## config.mk

```make
export PLATFORM = sky130hd
export DESIGN_NAME = wps_status_ctrl
export DESIGN_NICKNAME = d
export VERILOG_FILES = /design/src/rtl/wps_pkg.sv /design/src/rtl/wps_wel.sv /design/src/rtl/wps_cfg_reg.sv /design/src/rtl/wps_region.sv /design/src/rtl/wps_status_ctrl.sv
export SDC_FILE = /design/constraint.sdc
export NUM_CORES = 1
export LEC_CHECK = 0
export BUFFER_PORTS_ARGS = -buffer_cell sky130_fd_sc_hd__buf_2
export CORE_AREA = 5 5 42 44
export DETAILED_ROUTE_END_ITERATION = 6
export DIE_AREA = 0 0 47 49
export PLACE_DENSITY = 0.67
export SETUP_SLACK_MARGIN = 0.2
export SYNTH_ARGS = -nofsm -noshare
export SYNTH_HDL_FRONTEND = slang
export SYNTH_SLANG_ARGS = --single-unit
```

## constraint.sdc

```tcl
create_clock -name clk -period 4.55 [get_ports clk]
set_clock_uncertainty 0.15 [all_clocks]
set_input_delay 0.2275 -clock clk [delete_from_list [all_inputs] [get_ports clk]]
set_output_delay 0.2275 -clock clk [all_outputs]
set_load 0.05 [all_outputs]
```

## src/rtl/wps_pkg.sv

```systemverilog
package wps_pkg;

   typedef enum logic [1:0] {
      BP_NONE    = 2'b00,
      BP_QUARTER = 2'b01,
      BP_HALF    = 2'b10,
      BP_ALL     = 2'b11
   } bp_e;

   typedef struct packed {
      logic pe;
      bp_e  bp;
   } prot_cfg_t;

   localparam int unsigned STAT_W    = 8;
   localparam int unsigned BIT_BUSY  = 0;
   localparam int unsigned BIT_WEL   = 1;
   localparam int unsigned BIT_BP_LO = 2;
   localparam int unsigned BIT_PE    = 7;

endpackage

```

## src/rtl/wps_wel.sv

```systemverilog
module wps_wel (
   input  logic clk,
   input  logic rst_n,
   input  logic set_i,
   input  logic clr_i,
   output logic q_o
);
   // clear dominates set
   always_ff @(posedge clk or negedge rst_n) begin
      if (!rst_n)     q_o <= 1'b0;
      else if (clr_i) q_o <= 1'b0;
      else if (set_i) q_o <= 1'b1;
   end
endmodule

```

## src/rtl/wps_cfg_reg.sv

```systemverilog
module wps_cfg_reg
   import wps_pkg::*;
(
   input  logic      clk,
   input  logic      rst_n,
   input  logic      load_i,
   input  prot_cfg_t d_i,
   output prot_cfg_t q_o
);
   always_ff @(posedge clk or negedge rst_n) begin
      if (!rst_n)      q_o <= '{pe: 1'b0, bp: BP_NONE};
      else if (load_i) q_o <= d_i;
   end
endmodule

```

## src/rtl/wps_region.sv

```systemverilog
module wps_region
   import wps_pkg::*;
#(
   parameter int unsigned ADDR_W = 13
) (
   input  bp_e               bp_i,
   input  logic [ADDR_W-1:0] addr_i,
   output logic              hit_o
);
   localparam int unsigned SEL_W = 2;

   generate
      if (ADDR_W < SEL_W) begin : g_bad_width
         $error("wps_region: ADDR_W must be at least 2");
      end
   endgenerate

   logic [SEL_W-1:0] top_bits;
   assign top_bits = addr_i[ADDR_W-1 -: SEL_W];

   always_comb begin
      unique case (bp_i)
         BP_NONE:    hit_o = 1'b0;
         BP_QUARTER: hit_o = &top_bits;
         BP_HALF:    hit_o = top_bits[SEL_W-1];
         default:    hit_o = 1'b1;
      endcase
   end
endmodule

```

## src/rtl/wps_status_ctrl.sv

```systemverilog
module wps_status_ctrl
   import wps_pkg::*;
#(
   parameter int unsigned ADDR_W = 13
) (
   input  logic              clk,
   input  logic              rst_n,
   input  logic              cmd_wren,
   input  logic              cmd_wrdi,
   input  logic              sw_open,
   input  logic              sw_commit,
   input  logic [7:0]        sw_data,
   input  logic              aw_req,
   input  logic [ADDR_W-1:0] aw_addr,
   input  logic              prot_pin_n,
   input  logic              prog_busy,
   output logic [7:0]        status_q,
   output logic              arr_permit,
   output logic              stat_upd
);
   generate
      if (STAT_W != 8) begin : g_bad_stat
         $error("wps_status_ctrl: status byte must be 8 bits");
      end
   endgenerate

   logic      wel;
   logic      pin_lat;
   logic      busy_d;
   logic      hit;
   logic      sw_ok;
   logic      aw_ok;
   logic      wel_clr;
   logic      cfg_load;
   prot_cfg_t cfg;
   prot_cfg_t cfg_next;
   logic      unused_sw_bits;

   assign unused_sw_bits = ^{sw_data[6:4], sw_data[1:0]};

   wps_region #(.ADDR_W(ADDR_W)) u_region (
      .bp_i  (cfg.bp),
      .addr_i(aw_addr),
      .hit_o (hit)
   );

   // decisions
   assign sw_ok    = wel & ~prog_busy & (~cfg.pe | pin_lat);
   assign aw_ok    = wel & ~prog_busy & ~hit;
   assign cfg_load = sw_commit & sw_ok;
   assign wel_clr  = cmd_wrdi | sw_commit | (aw_req & ~aw_ok)
                   | (busy_d & ~prog_busy);

   assign cfg_next.pe = sw_data[BIT_PE];
   assign cfg_next.bp = bp_e'(sw_data[BIT_BP_LO +: 2]);

   wps_wel u_wel (
      .clk  (clk),
      .rst_n(rst_n),
      .set_i(cmd_wren),
      .clr_i(wel_clr),
      .q_o  (wel)
   );

   wps_cfg_reg u_cfg (
      .clk   (clk),
      .rst_n (rst_n),
      .load_i(cfg_load),
      .d_i   (cfg_next),
      .q_o   (cfg)
   );

   // busy history needs no reset: it only finds the falling edge
   always_ff @(posedge clk) begin
      busy_d <= prog_busy;
   end

   always_ff @(posedge clk or negedge rst_n) begin
      if (!rst_n) begin
         pin_lat    <= 1'b1;
         arr_permit <= 1'b0;
         stat_upd   <= 1'b0;
      end else begin
         if (sw_open) pin_lat <= prot_pin_n;
         arr_permit <= aw_req & aw_ok;
         stat_upd   <= cfg_load;
      end
   end

   always_comb begin
      status_q                  = '0;
      status_q[BIT_BUSY]        = prog_busy;
      status_q[BIT_WEL]         = wel;
      status_q[BIT_BP_LO +: 2]  = cfg.bp;
      status_q[BIT_PE]          = cfg.pe;
   end
endmodule

```

; ---- Word-level counts from Yosys, hierarchy flattened
; Cells that the tools add are included.
[word_totals]
regBits = 8
latch_bits = 0
ram_bits = 0
rom_bits = 0
in_bits = 30
out_inout_bits = 10
word_cells = 30
memories = 0
[classes]
addsub = 0
mul = 0
div = 0
magnitude_cmp = 0
n_eq_ne = 2
n_shift = 0
muxes = 3
n_bitwise = 15
reduce_logical = 3
[ops]
columns = op, n
row1 = 1-bit bitwise AND, 7
row2 = 1-bit inverter, 4
row3 = 1-bit OR, 4
row4 = 1-bit case mux with 3 select lines, 1
row5 = "2-bit by 1-bit equality test with 1-bit output, second input constant", 1
row6 = "2-bit equality test, second input constant", 1
row7 = 2-bit logical NOT, 1
row8 = 1-bit 2-to-1 mux, 2
row9 = 2-bit AND reduction, 1
row10 = 2-bit nonzero test, 1

; ---- Logic depth before layout (Yosys ltp)
; Gate-level depths: netlist of the first run.
[logic_depth]
ltp_word = 9
ltp_mapped = 3
mapped_depth_nobuf = 3

; ---- Modules after synthesis
; From an unflattened synthesis of the first run, not the netlist that was laid out.
[hier_totals]
cells_unflattened = 31
hier_area_um2 = 356.6
[modules_own_cells]
columns = module, n_inst, cells_per_inst, area_per_inst_um2, seq_area_each_um2
row1 = wps_status_ctrl, 1, 20, 198.9, 96.3
row2 = wps_cfg_reg, 1, 6, 108.9, 75.1
row3 = wps_wel, 1, 2, 35.0, 25.0
row4 = wps_region, 1, 3, 13.8, 0.0

; ---- Worst setup path after synthesis of the first run
; No wires, ideal clock.
[synth_timing]
kind = reg-to-reg
from = reg u_cfg.q_o[2] in the netlist's numbering
to = reg u_cfg.q_o[0] in the netlist's numbering
setup_time_ns = 0.125
arrival_ns = 1.358
required_ns = 4.275
path_slack_ns = 2.917
path_stages_with_launch = 4
n_path_buf = 0
synth_period_minus_slack_ns = 1.633
path_cell_list = dfrtp_1 nor2b_4 nor3b_4 mux2_4
[synth_via]
elab_chain_len = 4
[synth_rtl]
columns = item, line_no
row1 = from (decl), wps_cfg_reg.sv:8  ; output prot_cfg_t q_o
row2 = from (signal assigned), wps_cfg_reg.sv:11  ; if (!rst_n) q_o <= '{pe: 1'b0, bp: BP_NONE};
row3 = from (signal assigned), wps_cfg_reg.sv:12  ; else if (load_i) q_o <= d_i;
row4 = 1-bit inverter, wps_status_ctrl.sv:48  ; assign sw_ok = wel & ~prog_busy & (~cfg.pe | pin_lat);
row5 = 1-bit OR, wps_status_ctrl.sv:48
row6 = 1-bit bitwise AND, wps_status_ctrl.sv:48
row7 = 1-bit bitwise AND, wps_status_ctrl.sv:50  ; assign cfg_load = sw_commit & sw_ok;
row8 = net cfg_load, wps_status_ctrl.sv:34  ; logic cfg_load;
; The timed path passes the listed nets, and every way through them passes these cells.
; A chain may end at the register's enable or synchronous reset.

; ---- Worst setup path in the final report of the first run
[layout_timing]
from = in prog_busy
to = reg u_cfg.q_o[0] in the netlist's numbering
[layout_via]
elab_chain_len = 4
[layout_rtl]
columns = item, line_no
row1 = from (decl), wps_status_ctrl.sv:16  ; input logic prog_busy,
row2 = 1-bit inverter, wps_status_ctrl.sv:48
row3 = 1-bit bitwise AND (2 in a row), wps_status_ctrl.sv:48
row4 = 1-bit bitwise AND, wps_status_ctrl.sv:50
row5 = net cfg_load, wps_status_ctrl.sv:34
; The timed path passes the listed nets, and every way through them passes these cells.

==> results of run 1 <==
[worst paths after layout]
| path | depth (start not counted) | startpoint | to |
|---|---|---|---|
| max | 5 | prog_busy | u_cfg.q_o[0] |
| min | 2 | prot_pin_n | pin_lat |
| max reg2reg | 3 | pin_lat | u_cfg.q_o[0] |
| min reg2reg | 2 | busy_d | u_wel.q_o |
| max in group asynchronous | 2 | rst_n | pin_lat |
| min in group asynchronous | 2 | rst_n | u_cfg.q_o[2] |
[power by group]
group / leakage [nW] / internal [mW] / switching [mW]
clock: 0.0150 / 0.0335 / 0.0239
combinational: 0.181 / 0.0212 / 0.0362
sequential: 0.0995 / 0.0786 / 0.00587
[logic make-up (layout without fill, tap and decap cells)]
family,after synthesis,after routing,synth area share (%)
DFF,8,8,50.2
and+or+nand+nor,7,7,17.3
buffers and inverters,6,27,10.5
muxes,4,4,14.4
AOI/OAI and AO/OA,3,3,6.71
other,1,3,0.958
[repair_timing]
action | CTS | global route
hold buffers | 2 | 0
hold endpoints to repair | 8 | 0
endpoints found under the setup margin | 0 | 0
buffers inserted | 0 | 0
[registers in the layout, summed over array words and instances (netlist names)]
name / count
arr_permit: 1
busy_d: 1
pin_lat: 1
stat_upd: 1
u_cfg.q_o: 3
u_wel.q_o: 1
[final cells by class]
class / count / area, µm²
fillers: 156 / 873
flip-flops and latches: 8 / 196
multi-input cells: 17 / 161
repair buffers: 22 / 120
clock buffers: 4 / 26.3
well taps: 16 / 20.0
inverters: 1 / 3.75
[layer usage]
metal | global-route usage, % | part of all wire, % | up-vias
li1 | - | - | 136
met1 | 9.68 | 39 | 125
met2 | 9.73 | 47 | 15
met3 | 2.21 | 14 | 0
met4 | 5.53 | 0 | 0
met5 | 0 | 0 | -
[cell usage in the layout (no fill, tap or decap)]
master         instances
inv_1                  1
nand2b_1               1
nor2_1                 1
buf_2                 20
and2_1                 1
clkbuf_4               3
o211a_1                1
nor3_1                 1
dlygate4sd3_1          2
dfstp_2                1
a21o_1                 1
nor3b_4                1
a221oi_1               1
clkbuf_1               1
nor2b_4                1
mux2_2                 1
conb_1                 3
mux2_4                 3
dfrtp_1                6
dfxtp_1                1
nand2b_4               1
==> reports/qor.yml, run 1 <==
post-place-ws_ns: 3.06
ios: 40
place_inst: 62
min_period_ns: 1.68
start_util_pct: 27.9
gr-usage-all-layers_pct: 7.38
antenna_cells_inserted: 0
wl_per_cell_um: 11.1
tritoncts: "done"
slowest_delay_ns: 0.53
yosysWarnings: 0
yosysMostFrequentCell: "dfrtp_1"
grt_setup_unrepaired: "no"
nNetsFinal: 83
drv_slew: 0
first_pass_iters: 2
ys_ff_latch: 8
finalCritPeriodShare_pct: 37.0
async_flop_share_pct: 87.5
hold_violations: 0
power.density_mw_per_mm2: 378
synth_edf_count: 0
critPathRequiredTime_ns: 4.53
clk_path_buf_depth: 2
power_uw: 199
postRouteAntennaNets: 0
vias: 276
setup_ws_ns: 2.87
area_growth_pct: 34.8
cap_violations: 0
grt_first_pass_wirelength_um: 1210
place_area_um2: 482
cts_sinks: 8
vias_per_cell: 4.06
critPathCaptureType: "register"
ctsResizeCount: 0
fmaxAchievable_ghz: 0.594
io_buffers: 20
r2r_slack_ns: 3.05
core_mm2: 0.00140
syn_inst: 29
dieArea_mm2: 0.00230
crit_type: "input pin to register"
hold_slack_ns: 0.0525
htreeDepth: 1
die_w_um: 47
slowest_stage: "dlygate4sd3_1"
path_cells: "dlygate4sd3_1 > buf_2 > nand2b_4 > nor3b_4 > mux2_4"
cp_top_family: "buffers and inverters"
clockRootBuffer: "clkbuf_4"
arrival_ns: 1.66
hpwl_um: 647
antenna_found_initial: 0
drtIter0Drc: 3
crit_path_start_kind: "input pin"
ys_seq_area_share_pct: 50.2
drt-total-wl_um: 755
cts_made_buffers: 3
leakagePower_nw: 0.296
irDropWorstVdd_mv: 0.165
hold_path.class: "input pin to register"
syn-mean-instance-area_um2: 13.5
grt_max_degree: 8
syn_area_um2: 392
cp.buffers_inverters: 2
drive_above_1_share_pct: 59.6
clock_latency_ns: 0.25
path_max_fanout: 4
setup_violations: 0
tns_ns: 0
grt_pass1_vias: 295
fin_util_pct: 37.7
synth_cell_types: 18
drc: 0
grt_overflow: 0
gp_congestion: 0.619
synth_top_area_share_pct: 38.3
stdcell_count: 68
postLayoutCellArea_um2: 528
status: "finished, final reports clean"
clk_pin_slew_ns: 0.06
dieHeight_um: 49
synth_area_leaders: "dfrtp_1 38%, mux2_4 12%, buf_4 9.6%, dfstp_2 6.7%, dfxtp_1 5.1%"
num_rows: 14
synth-main-ff-cell: "dfrtp_1"
synth_commonest_cells: "6 x dfrtp_1, 5 x buf_4, 3 x mux2_4"
yosys.area.top_type: "dfrtp_1"
No activity file was read; power rests on OpenSTA's default activity.
==> run 2: changes to the inputs <==
clock period = 1.6 ns   (was 4.55 ns; I/O delays follow)
==> run 2 against run 1 <==
  * Clock-buffer cell count unchanged
  * Die area is the same
  * Setup slack worse by 2.7 ns
  * Sequential power increased to 2.9 times the previous value
  * Via count increased by 15%
  * Cell area up 16%
  * Utilization grew 6.0 points
  * Largest power group unchanged
==> reports/qor.yml, run 2 (synthesis gave the netlist of run 1 again) <==
ios: 40  # unchanged
hold_start: "aw_addr[12]"
dieArea_mm2: 0.00230  # unchanged
setup_violations: 0  # unchanged
arrival_ns: 1.45  # -0.21 ns
critPathCaptureType: "register"
r2r_slack_ns: 0.14  # -2.91 ns
stdcell_count: 76  # +12%
path_cells: "nor2b_4 > nor3b_4 > mux2_4"
grt_overflow: 0  # unchanged
cts_made_buffers: 3  # unchanged
finalCritPeriodShare_pct: 91.3
power.density_mw_per_mm2: 959  # +150%
comb_power_share_pct: 30.1  # +1.3 points
first_pass_iters: 2  # unchanged
antenna_found_initial: 0  # unchanged
leakagePower_nw: 0.325  # +10%
irDropWorstVdd_mv: 0.440  # +170%
final_cell_mix: "20 x buf_2, 10 x dlygate4sd3_1"
clk_path_buf_depth: 2  # unchanged
start_util_pct: 27.9  # unchanged
r2r_start: "pin_lat"
use_met1_pct: 7.85  # -1.8 points
power_uw: 587  # +190%
ctsResizeCount: 0  # unchanged
clockRootBuffer: "clkbuf_4"
multi_input_area_um2: 161  # unchanged
htreeDepth: 1  # unchanged
dieHeight_um: 49  # unchanged
gp_congestion: 0.652  # +5.3%
cp_top_family: "flip-flops"
tritoncts: "done"
status: "finished, final reports clean"
slowest_delay_ns: 0.55  # +0.02 ns
antenna_cells_inserted: 0  # unchanged
drc: 0  # unchanged
fmaxAchievable_ghz: 0.684
r2r-end: "u_cfg.q_o[2]"
seqPwrFrac_pct: 41.3  # -1.1 points
clock_latency_ns: 0.25  # about the same
place_inst: 62  # unchanged
clk_pin_slew_ns: 0.06  # about the same
crit_path_start_kind: "register"
num_rows: 14  # unchanged
largest_reg_flops: 3  # unchanged
core_mm2: 0.00140  # unchanged
top_usage_layer: "met2"
hold_violations: 0  # unchanged
grtUsageMet3_pct: 2.21  # unchanged
cp.buffers_inverters: 0  # -2
area_growth_pct: 56.2
hold_path.class: "input pin to register"
drt-total-wl_um: 798  # +5.7%
grt_max_degree: 8  # unchanged
critPathRequiredTime_ns: 1.58  # -2.95 ns
vias: 318  # +15%
min_to: "arr_permit"
io_buffers: 20  # unchanged
drive_above_1_share_pct: 56.7  # -2.9 points
swShare_pct: 32.7  # -0.38 points
pwr-share-clk_pct: 28.6  # -0.2 points
wl_per_cell_um: 10.5  # -5.4%
r2r.worst_path.cells: 3  # unchanged
cap_violations: 0  # unchanged
final_common_cell: "buf_2"
holdPathStages: 3  # +1
tns_ns: 0  # unchanged
hpwl_um: 602  # -7.0%
min_period_ns: 1.46
grt_use_met2_pct: 12.9  # +3.2 points
vias_per_cell: 4.18  # +3.1%
regArea_um2: 200  # +1.9%
nNetsFinal: 91  # +9.6%
gr-usage-all-layers_pct: 7.58  # +0.20 points
cts_sinks: 8  # unchanged
grt_setup_unrepaired: "yes"
intPower_uw: 395  # +200%
drv_slew: 0  # unchanged
p_sw_uw: 192  # +190%
grt_pass1_vias: 309  # +4.7%
crit_type: "register to register"
drtIter0Drc: 1  # -2
path_max_fanout: 4  # unchanged
postCtsSetupBuffers: 0  # unchanged
slowest_stage: "dfstp_2"
nFillCells: 157  # +0.64%
regMostFlops: "u_cfg.q_o"
grt_first_pass_wirelength_um: 1230  # +1.7%
postRouteAntennaNets: 0  # unchanged
die_w_um: 47  # unchanged
run 2: power by group through the flow:
| stage | Clock (mW) | Combinational [mW] | Sequential, mW |
|---|---|---|---|
| finish | 0.168 | 0.177 | 0.243 |
| global route | 0.186 | 0.187 | 0.246 |
| detailed placement | 0 | 0.160 | 0.248 |
| CTS | 0.177 | 0.178 | 0.244 |
| floorplan | 0 | 0.0739 | 0.298 |
| global placement | 0 | 0.158 | 0.246 |
run 2: final cells by class:
type,instances,share of cell area [%]
flip-flops and latches,8,32.7
repair buffers,30,32.7
multi-input cells,17,26.4
clock buffers,4,4.29
well taps,16,3.27
inverters,1,0.613
run 2: how the worst max path moves through the flow:
| stage | from | to | slack [ns] | cells past startpoint |
|---|---|---|---|---|
| final | pin_lat | u_cfg.q_o[2] | 0.14 | 3 |
| after floorplan | u_cfg.q_o[2] | u_cfg.q_o[0] | 0.08 | 3 |
| after detailed placement | pin_lat | u_cfg.q_o[2] | 0.14 | 3 |
| after global routing | pin_lat | u_cfg.q_o[0] | 0.11 | 3 |
| after global placement | pin_lat | u_cfg.q_o[2] | 0.14 | 3 |
| after CTS | pin_lat | u_cfg.q_o[2] | 0.13 | 3 |
run 2: metal layers:
| metal | vias to the layer above | share of wire [%] |
|---|---|---|
| li1 | 153 | - |
| met2 | 12 | 56 |
| met1 | 153 | 35 |
| met5 | - | 0 |
| met3 | 0 | 8.8 |
| met4 | 0 | 0 |
run 2: worst register-to-register path, cell delays in order (launching register included):
cell and delay [ns]:
dfstp_2 0.55, nor2b_4 0.04, nor3b_4 0.28, mux2_4 0.33
run 2: timing repair:
item	in CTS	in global routing
hold endpoints to repair	15	0
hold buffers	10	0
endpoints found under the setup margin	3	3
run 2: stage by stage:
stage          utilization [%]  hold slack, ns  area [µm²]  setup WS [ns]
2_1_floorplan                -          -0.366         403         0.0783
3_3_place_gp              34.6          -0.231         485          0.139
3_5_place_dp              34.6          -0.226         485          0.137
4_1_cts                   43.7          0.0131         612          0.130
5_1_grt                   43.7          0.0288         612          0.108
6_report                  43.7          0.0152         612          0.139
==> run 3: changes to the inputs <==
CTS_CLUSTER_DIAMETER = 200   (was default)
PLACE_DENSITY = 0.64   (was 0.67)
SYNTH_HIERARCHICAL = 1   (was default)
==> run 3 against run 2 <==
  * The run now ends with setup timing left
  * Sequential share of layout area fell by 2.4 points
  * Flip-flop and latch count did not move
  * First-iteration DRC count rose to 4.0 times the previous value
  * Sequential power barely moved
  * Critical path depth rose by 2
  * Clock power barely moved
  * Via count rose by 9.1%
  * Critical path type unchanged
  * Largest power group unchanged
  * Highest routed layer is now met4
==> reports/qor.yml, run 3 <==
critPathRequiredTime_ns: 1.64  # +0.06 ns
final_common_cell: "buf_2"
antenna_found_initial: 0  # unchanged
cap_violations: 0  # unchanged
place_inst: 67  # +8.1%
synth_cell_types: 18  # unchanged
antenna_cells_inserted: 0  # unchanged
syn_inst: 31  # +6.9%
clk_path_buf_depth: 2  # unchanged
status: "complete, but fails checks"
postRouteAntennaNets: 0  # unchanged
min_period_ns: 1.72  # +0.262 ns
vias_per_cell: 4.13  # -1.3%
io_buffers: 20  # unchanged
final_cell_mix: "20 x buf_2, 10 x dlygate4sd3_1, 4 x buf_4"
drive_above_1_share_pct: 57.4  # +0.69 points
dieHeight_um: 49  # unchanged
clk_pin_slew_ns: 0.06  # about the same
place_area_um2: 477  # -1.8%
path_max_fanout: 3  # -1
post-place-ws_ns: -0.123  # -0.260 ns
synth-compound-area-share_pct: 10.2  # +3.5 points
regMostFlops: "u_cfg/q_o"
violations: "setup timing"
drtIter0Drc: 4  # +3
die_w_um: 47  # unchanged
area_growth_pct: 84.9
htreeDepth: 1  # unchanged
grt_overflow: 0  # unchanged
power_uw: 609  # +3.7%
first_pass_iters: 3  # +1
largest_reg_flops: 3  # unchanged
synthXorXnorAreaFrac_pct: 0  # unchanged
ys_ff_latch: 8  # unchanged
yosysMostFrequentCell: "dfrtp_1"
grt_setup_unrepaired: "yes"
syn_area_um2: 357  # -8.9%
dieArea_mm2: 0.00230  # unchanged
syn-mean-instance-area_um2: 11.5  # -15%
synth_top_area_share_pct: 42.1  # +3.8 points
nNetsFinal: 99  # +8.8%
setup_ws_ns: -0.123  # -0.262 ns
tns_ns: -0.123  # -0.123 ns
hold_path.class: "input pin to async pin"
postLayoutCellArea_um2: 659  # +7.8%
fmaxAchievable_ghz: 0.581  # -15%
synth-simple-area-share_pct: 11.6  # -5.7 points
drv_slew: 0  # unchanged
fin_util_pct: 47.1  # +3.4 points
synthAdderAreaFrac_pct: 0  # unchanged
tritoncts: "done"
leakagePower_nw: 0.357  # +9.8%
synth_area_leaders: "dfrtp_1 42%, buf_4 11%, mux2_2 9.5%, dfstp_2 7.4%, dfxtp_1 5.6%"
power.density_mw_per_mm2: 923  # -3.8%
setup_violations: 1  # +1
arrival_ns: 1.77  # +0.32 ns
yosysWarnings: 6  # +6
hpwl_um: 631  # +4.9%
synth_top_family_by_area: "buffers and inverters"
cts_sinks: 8  # unchanged
cts_made_buffers: 3  # unchanged
async_flop_share_pct: 87.5  # unchanged
ios: 40  # unchanged
stdcell_count: 84  # +11%
critPathCaptureType: "register"
drc: 0  # unchanged
grt_max_degree: 8  # unchanged
core_mm2: 0.00140  # unchanged
vias: 347  # +9.1%
gr-usage-all-layers_pct: 9.93  # +2.3 points
drt-total-wl_um: 950  # +19%
hold_slack_ns: 0.0253  # +0.0102 ns
gp_congestion: 0.650  # -0.25%
crit_path_start_kind: "register"
wl_per_cell_um: 11.3  # +7.7%
hold_violations: 0  # unchanged
finalCritPeriodShare_pct: 108  # +16 points
synth_mux_area_share_pct: 9.47  # -4.9 points
num_rows: 14  # unchanged
synth_edf_count: 0  # unchanged
synth-main-ff-cell: "dfrtp_1"
grt_pass1_vias: 391  # +27%
ys_seq_area_share_pct: 55.1  # +4.9 points
yosys.area.top_type: "dfrtp_1"
start_util_pct: 25.4  # -2.5 points
grt_first_pass_wirelength_um: 1590  # +29%
synth_commonest_cells: "6 x dfrtp_1, 5 x buf_4, 3 x mux2_2"
irDropWorstVdd_mv: 0.452  # +2.6%
crit_type: "register to register"
clock_latency_ns: 0.26  # about the same
clockRootBuffer: "clkbuf_4"
-- run 3: repair_timing --
action | 4_1_cts | 5_1_grt
buffers inserted | 0 | 2
setup endpoints to repair | 3 | 4
hold endpoints to repair | 15 | 0
hold buffers | 11 | 0
pin swaps | 1 | 1
gates resized for setup | 1 | 7
-- run 3: layout make-up --
cell class	count	area (µm²)
Fill cell	139	742
Timing Repair Buffer	36	254
Sequential cell	8	200
Multi-Input combinational cell	18	151
Clock buffer	4	26.3
Tap cell	16	20.0
Inverter	2	7.51
-- run 3: worst paths after layout --
| kind | end | cells after the start | start | slack, ns |
|---|---|---|---|---|
| worst max-delay path | u_wel/q_o | 5 | u_cfg/q_o[0] | -0.12 |
| worst min-delay path | arr_permit | 2 | rst_n | 0.03 |
| worst max register to register | u_wel/q_o | 5 | u_cfg/q_o[0] | -0.12 |
| worst min register to register | stat_upd | 1 | u_cfg/q_o[2] | 0.37 |
| max in group asynchronous | pin_lat | 2 | rst_n | 1.04 |
| min in group clk | stat_upd | 3 | prog_busy | 0.04 |
-- run 3: layer usage --
metal  GRT usage [%]  vias to the layer above  share of wire [%]
met5               0                        -                  0
met4            6.91                        0                2.6
met3            3.32                        3                9.1
met2            14.5                       21                 46
met1            11.7                      154                 42
li1                -                      169                  -
-- run 3: critical path: stages, from the launching register on --
cell and delay (ns):
dfrtp_2 0.41, o21ai_2 0.10, nand2_1 0.06, or3b_4 0.37
a2111o_1 0.36, o21ba_1 0.21
-- run 3: kinds of logic (layout without fill, tap and decap cells) --
group / after synthesis / in the layout
compound gates: 5 / 5
flops: 8 / 8
buf+inv: 7 / 42
mux: 3 / 3
other cells: 1 / 3
simple gates: 7 / 7
-- run 3: report_power, final --
part,internal (mW),switching (mW),total [mW]
clock,0.0958,0.0748,0.171
sequential,0.226,0.0159,0.241
combinational,0.0820,0.115,0.197
